## src/rtl/boot_mode_pkg.sv

```systemverilog
package boot_mode_pkg;

    localparam logic [1:0] MODE_BOOT   = 2'b00;
    localparam logic [1:0] MODE_SINGLE = 2'b01;
    localparam logic [1:0] MODE_TEST   = 2'b10;
    localparam logic [1:0] MODE_EXPAND = 2'b11;

    typedef enum logic [1:0] {
        ST_HOLD = 2'd0,
        ST_LOAD = 2'd1,
        ST_RUN  = 2'd2
    } boot_state_t;

endpackage

```

## src/rtl/strap_latch.sv

```systemverilog
module strap_latch
    import boot_mode_pkg::*;
(
    input  logic       clk,
    input  logic       rst_n,
    input  logic       pin_a,
    input  logic       pin_b,
    output logic [1:0] mode,
    output logic       is_boot,
    output logic       bus_en
);

    // Follow the pins throughout reset; freeze once reset is gone.
    always_ff @(posedge clk) begin
        if (!rst_n) begin
            mode <= {pin_a, pin_b};
        end
    end

    always_comb begin
        is_boot = (mode == MODE_BOOT);
        bus_en  = (mode == MODE_EXPAND) || (mode == MODE_TEST);
    end

endmodule

```

## src/rtl/image_counter.sv

```systemverilog
module image_counter #(
    parameter int CNT_W = 8,
    parameter int LAST  = 255
) (
    input  logic             clk,
    input  logic             rst_n,
    input  logic             inc,
    output logic [CNT_W-1:0] count,
    output logic             at_last
);

    localparam logic [CNT_W-1:0] LAST_V = CNT_W'(LAST);

    always_ff @(posedge clk) begin
        if (!rst_n) begin
            count <= '0;
        end else if (inc) begin
            count <= count + 1'b1;
        end
    end

    assign at_last = (count == LAST_V);

endmodule

```

## src/rtl/boot_seq_fsm.sv

```systemverilog
module boot_seq_fsm
    import boot_mode_pkg::*;
(
    input  logic clk,
    input  logic rst_n,
    input  logic is_boot,
    input  logic rx_valid,
    input  logic at_last,
    output logic wr_en,
    output logic release_cpu
);

    boot_state_t state_q, state_d;

    always_ff @(posedge clk) begin
        if (!rst_n) begin
            state_q <= ST_HOLD;
        end else begin
            state_q <= state_d;
        end
    end

    always_comb begin
        state_d = state_q;
        unique case (state_q)
            ST_HOLD: state_d = is_boot ? ST_LOAD : ST_RUN;       // enter_load / skip_load
            ST_LOAD: if (rx_valid && at_last) state_d = ST_RUN;  // image_done
            ST_RUN:  state_d = ST_RUN;
            default: state_d = ST_HOLD;
        endcase
    end

    always_comb begin
        wr_en       = 1'b0;
        release_cpu = 1'b0;
        unique case (state_q)
            ST_HOLD: ;
            ST_LOAD: wr_en = rx_valid;
            ST_RUN:  release_cpu = 1'b1;
            default: ;
        endcase
    end

endmodule

```

## src/rtl/boot_mode_ctrl.sv

```systemverilog
module boot_mode_ctrl #(
    parameter int              ADDR_W     = 16,
    parameter int              DATA_W     = 8,
    parameter int              IMAGE_LEN  = 256,
    parameter logic [15:0]     LOAD_BASE  = 16'h0000,
    parameter logic [15:0]     RESET_VEC  = 16'hE000
) (
    input  logic              clk,
    input  logic              rst_n,
    input  logic              mode_a_i,
    input  logic              mode_b_i,
    input  logic              rx_valid_i,
    input  logic [DATA_W-1:0] rx_data_i,
    output logic [1:0]        mode_o,
    output logic              bus_en_o,
    output logic              ram_we_o,
    output logic [ADDR_W-1:0] ram_addr_o,
    output logic [DATA_W-1:0] ram_data_o,
    output logic [ADDR_W-1:0] start_addr_o,
    output logic              cpu_release_o
);

    localparam int CNT_W = (IMAGE_LEN > 1) ? $clog2(IMAGE_LEN) : 1;

    logic             is_boot;
    logic [CNT_W-1:0] count;
    logic             at_last;
    logic             wr_en;

    strap_latch u_strap (
        .clk     (clk),
        .rst_n   (rst_n),
        .pin_a   (mode_a_i),
        .pin_b   (mode_b_i),
        .mode    (mode_o),
        .is_boot (is_boot),
        .bus_en  (bus_en_o)
    );

    image_counter #(
        .CNT_W (CNT_W),
        .LAST  (IMAGE_LEN - 1)
    ) u_cnt (
        .clk     (clk),
        .rst_n   (rst_n),
        .inc     (wr_en),
        .count   (count),
        .at_last (at_last)
    );

    boot_seq_fsm u_fsm (
        .clk         (clk),
        .rst_n       (rst_n),
        .is_boot     (is_boot),
        .rx_valid    (rx_valid_i),
        .at_last     (at_last),
        .wr_en       (wr_en),
        .release_cpu (cpu_release_o)
    );

    assign ram_we_o     = wr_en;
    assign ram_addr_o   = ADDR_W'(LOAD_BASE) + ADDR_W'(count);
    assign ram_data_o   = rx_data_i;
    assign start_addr_o = is_boot ? ADDR_W'(LOAD_BASE) : ADDR_W'(RESET_VEC);

endmodule

```

## config.mk

```make
export PLATFORM = sky130hd
export DESIGN_NAME = boot_mode_ctrl
export DESIGN_NICKNAME = d
export VERILOG_FILES = /design/src/rtl/boot_mode_pkg.sv /design/src/rtl/strap_latch.sv /design/src/rtl/image_counter.sv /design/src/rtl/boot_seq_fsm.sv /design/src/rtl/boot_mode_ctrl.sv
export SDC_FILE = /design/constraint.sdc
export NUM_CORES = 1
export LEC_CHECK = 0
export BUFFER_PORTS_ARGS = -buffer_cell sky130_fd_sc_hd__buf_2
export CAP_MARGIN = 20
export CORE_MARGIN = 2
export CORE_UTILIZATION = 38
export CTS_BUF_LIST = sky130_fd_sc_hd__clkbuf_8
export CTS_CLUSTER_SIZE = 30
export DETAILED_ROUTE_END_ITERATION = 6
export HOLD_SLACK_MARGIN = 0.02
export PLACE_DENSITY = 0.78
export SETUP_SLACK_MARGIN = 0.15
export SLEW_MARGIN = 20
export SYNTH_ARGS = -nofsm -noshare
export SYNTH_HDL_FRONTEND = slang
export SYNTH_SLANG_ARGS = --single-unit
```

## constraint.sdc

```tcl
create_clock -name clk -period 1.3 [get_ports clk]
set_input_delay 0.195 -clock clk [delete_from_list [all_inputs] [get_ports clk]]
set_output_delay 0.195 -clock clk [all_outputs]
set_load 0.005 [all_outputs]
```

==> tab_implementation.tex <==
\begin{tabular}{lr}
\hline
Metric & Value \\
\hline
\multicolumn{2}{l}{\textbf{Outcome}} \\
\quad Status & complete, but fails checks \\
\quad Violations in the final reports & negative setup slack \\
\multicolumn{2}{l}{\textbf{Synth}} \\
\quad Multiplexer share of the synthesized area & 2.39\% \\
\quad Adder-cell share of the synthesized area & 7.46\% \\
\quad Yosys warnings & 0 \\
\quad Sequential share of the synthesized area & 31.0\% \\
\quad \#FFs+latches synth & 12 \\
\quad Post-synthesis instance total & 98 \\
\quad Cell area after synthesis & 838 um\^{}2 \\
\quad Distinct cell type count after synthesis & 23 \\
\quad Share of synthesized cell area in and, or, nand and nor gates & 14.5\% \\
\quad Mean instance size in the synthesized netlist & 8.55 um\^{}2 \\
\quad Post-Synth XOR/XNOR Area & 2.09\% \\
\quad Synth Area in Compound Gates & 9.85\% \\
\quad Combinational family with the most area after synthesis & buffers and inverters \\
\multicolumn{2}{l}{\textbf{Clock tree}} \\
\quad Root buffer selected by CTS & sky130\_fd\_sc\_hd\_\_clkbuf\_8 \\
\quad Clock-pin slew on the worst setup and hold paths & 50 ps \\
\quad Clock latency on the worst-skew pair & 240 ps \\
\quad TritonCTS clock tree & yes \\
\quad CTS Buf Count & 3 \\
\quad H-tree levels & 1 \\
\quad Count of clock tree sinks & 12 \\
\quad Buffer levels on the longest clock path & 2 \\
\multicolumn{2}{l}{\textbf{Floorplan}} \\
\quad Die Span Y & 51.0 um \\
\quad Rows & 17 \\
\quad Initial Utilization & 39.0\% \\
\quad Die area & 2600 um\^{}2 \\
\quad Top-level I/O count & 58 \\
\quad Area of the core & 2150 um\^{}2 \\
\quad Die Span X & 51.0 um \\
\multicolumn{2}{l}{\textbf{Power}} \\
\quad Final total power & 956 uW \\
\quad Static power due to leakage & 0.000495 uW \\
\quad Max rail drop VDD & 0.559 mV \\
\quad Cell area power density & 915 nW/um\^{}2 \\
\multicolumn{2}{l}{\textbf{Final layout}} \\
\quad Number of antenna diodes & 0 \\
\quad Post-route cell area & 1040 um\^{}2 \\
\quad Relative area change from synthesis to final layout & 24.6\% \\
\quad Area occupied by multi-input gates & 460 um\^{}2 \\
\quad Final Non-Filler Cells & 147 \\
\quad Sequential cell area & 273 um\^{}2 \\
\quad Layout net count & 138 \\
\quad Most common cell after layout, fill and taps aside & sky130\_fd\_sc\_hd\_\_conb\_1 \\
\quad Fillers & 205 \\
\quad Commonest non-fill, non-tap cells in the layout & sky130\_fd\_sc\_hd\_\_conb\_1, sky130\_fd\_sc\_hd\_\_buf\_2 \\
\quad Share of post-route cells with drive strength above 1 & 42.9\% \\
\multicolumn{2}{l}{\textbf{Placed design}} \\
\quad Number of placed instances with taps included & 136 \\
\quad Input/output buffers & 20 \\
\quad Placed Area & 888 um\^{}2 \\
\quad Worst-case setup slack after placement & -21.4 ps \\
\quad Hpwl dp & 1.14 mm \\
\quad RePlAce Congestion & 0.801 \\
\multicolumn{2}{l}{\textbf{Timing}} \\
\quad Fraction of the cycle the final worst path needs & 101\% \\
\quad Worst path setup slack after routing & -7.11 ps \\
\quad Hold slack final & 135 ps \\
\quad Setup repair after global routing missed its margin & true \\
\quad Hold violation count in the final report & 0 \\
\quad Pins over their slew limit & 0 \\
\quad Final Skew & 1.12 ps \\
\quad Setup Viol. Count Final & 1 \\
\quad Highest achievable clock rate & 765 MHz \\
\quad Final worst path period need & 1310 ps \\
\multicolumn{2}{l}{\textbf{Worst setup path}} \\
\quad Max stage delay on crit path & 410 ps \\
\quad Endpoint kind of the worst setup timing path & flop \\
\quad Cell breakdown of the critical path & inv\_2 -> ha\_4 -> nand4\_4 -> or4\_1 -> a21oi\_1 \\
\quad Data required time at the worst endpoint & 1460 ps \\
\quad Highest fanout seen on the critical path & 6 \\
\quad Slowest library cell on the worst path & sky130\_fd\_sc\_hd\_\_or4\_1 \\
\quad Worst endpoint data arrival time & 1470 ps \\
\quad Kind of critical path & reg2reg \\
\quad Startpoint Class & flop \\
\multicolumn{2}{l}{\textbf{Global routing}} \\
\quad GRT Max-Usage Layer & met2 \\
\quad Total routing resource utilization after global routing & 12.3\% \\
\quad Vias in the first global route & 565 \\
\quad Met3 global-route usage & 4.68\% \\
\quad First-pass GRT wire length & 2.37 mm \\
\quad Initial antenna violation count & 0 \\
\quad Met1 track demand over resource in global routing & 13.7\% \\
\quad Overflow left after global routing & 0 \\
\quad Global-route track usage on met2 & 20.8\% \\
\quad Largest net degree at the start of global routing & 11 \\
\multicolumn{2}{l}{\textbf{Worst hold path}} \\
\quad Worst hold-check path type & in2reg \\
\multicolumn{2}{l}{\textbf{Route}} \\
\quad Initial DRT Pass Iterations & 4 \\
\quad Via Count & 656 \\
\quad Antenna Nets Post-Route & 0 \\
\quad Wire length per cell & 10.6 um \\
\quad 1st-iter DRT viols & 6 \\
\quad Via count normalized by instance count & 4.46 \\
\quad Drt total wl & 1.56 mm \\
\quad DRC & 0 \\
\multicolumn{2}{l}{\textbf{Flow run}} \\
\quad Number of max-cap violations & 0 \\
\hline
\end{tabular}
worst max-delay path, delay by kind of cell (launching register included):
family	cells	cell delay, ps
AO/OA/AOI/OAI	1	130
flip-flops	1	330
buffers and inverters	1	70
AND/OR/NAND/NOR	2	520
adder cells (fa/ha/maj)	1	180
kinds of logic after synthesis:
logic type                 Yosys count
buffers and inverters               41
and+or+nand+nor                     21
AOI/OAI and AO/OA                   14
DFF                                 12
adders and majority gates            5
xor gates and xnor gates             2
muxes                                2
other                                1
synth_stat cells:
| cell type | count | area (um^2) |
|---|---|---|
| sky130_fd_sc_hd__clkbuf_1 | 1 | 3.75 |
| sky130_fd_sc_hd__o21ai_0 | 3 | 15.0 |
| sky130_fd_sc_hd__o21a_1 | 1 | 7.51 |
| sky130_fd_sc_hd__xor2_1 | 1 | 8.76 |
| sky130_fd_sc_hd__dfxtp_1 | 10 | 200 |
| sky130_fd_sc_hd__or4_1 | 3 | 22.5 |
| sky130_fd_sc_hd__o31ai_1 | 4 | 30.0 |
| sky130_fd_sc_hd__nor2b_1 | 1 | 6.26 |
| sky130_fd_sc_hd__nand4_2 | 2 | 25.0 |
| sky130_fd_sc_hd__conb_1 | 1 | 3.75 |
| sky130_fd_sc_hd__a21oi_1 | 6 | 30.0 |
| sky130_fd_sc_hd__or3_1 | 1 | 6.26 |
| sky130_fd_sc_hd__buf_4 | 31 | 233 |
| sky130_fd_sc_hd__nor2_1 | 3 | 11.3 |
| sky130_fd_sc_hd__nand3_1 | 4 | 20.0 |
| sky130_fd_sc_hd__or3_2 | 1 | 7.51 |
| sky130_fd_sc_hd__mux2i_1 | 2 | 20.0 |
| sky130_fd_sc_hd__clkinv_1 | 1 | 3.75 |
| sky130_fd_sc_hd__inv_1 | 8 | 30.0 |
| sky130_fd_sc_hd__nand2_1 | 6 | 22.5 |
| sky130_fd_sc_hd__edfxtp_1 | 2 | 60.1 |
| sky130_fd_sc_hd__xnor2_1 | 1 | 8.76 |
| sky130_fd_sc_hd__ha_1 | 5 | 62.6 |
metal layers:
metal  vias to the layer above  share of wire (%)  wire (um)
met2                        32                 48        744
li1                        315                  -          -
met5                         -                  0          0
met3                         4                8.3        129
met1                       305                 42        659
met4                         0                1.6         25
state kept, by name, indices dropped and copies added, names as in the netlist:
| register | cells |
|---|---|
| u_cnt.count | 8 |
| u_fsm.state_q | 2 |
| u_strap.mode | 2 |
path summary, 6_finish.rpt:
kind	start	endpoint	slack, ps	cells past startpoint
worst max-delay path	u_fsm.state_q[1]$_SDFFE_PN0P_	u_cnt.count[7]$_SDFFE_PN0P_	-7	5
worst min-delay path	mode_b_i	u_strap.mode[0]$_DFFE_PN_	130	1
worst max register to register	u_fsm.state_q[1]$_SDFFE_PN0P_	u_cnt.count[7]$_SDFFE_PN0P_	-7	5
worst min register to register	u_fsm.state_q[0]$_SDFFE_PN0P_	u_fsm.state_q[0]$_SDFFE_PN0P_	510	2
where the power goes:
group | total [uW] | leakage, uW | switching [uW] | internal [uW]
clock | 341 | 0.0000269 | 133 | 208
sequential | 408 | 0.000103 | 15.6 | 392
combinational | 207 | 0.000365 | 98.6 | 108
stage by stage:
| stage | util [%] | setup TNS (ps) |
|---|---|---|
| after detailed placement | 41.4 | -58.3 |
| after floorplan | - | 0 |
| after global routing | 48.6 | -342 |
| after global placement | 41.4 | 0 |
| after CTS | 45.9 | -24.8 |
| final | 48.6 | -7.11 |
cell type report:
class                   instances  share of cell area [%]
inverters                       9                    3.23
well taps                      28                    3.35
repair buffers                 29                    18.9
clock buffers                   3                    3.95
multi-input cells              65                    44.1
clock inverters                 1                   0.359
flip-flops and latches         12                    26.1
what timing repair did:
| item | 4_1_cts | 5_1_grt |
|---|---|---|
| pin swaps | 5 | 3 |
| setup buffers | 6 | 1 |
| hold buffers | 0 | 0 |
| endpoints found under the setup margin | 12 | 12 |
| resized for setup | 2 | 13 |
No activity file was read; power rests on OpenSTA's default activity.
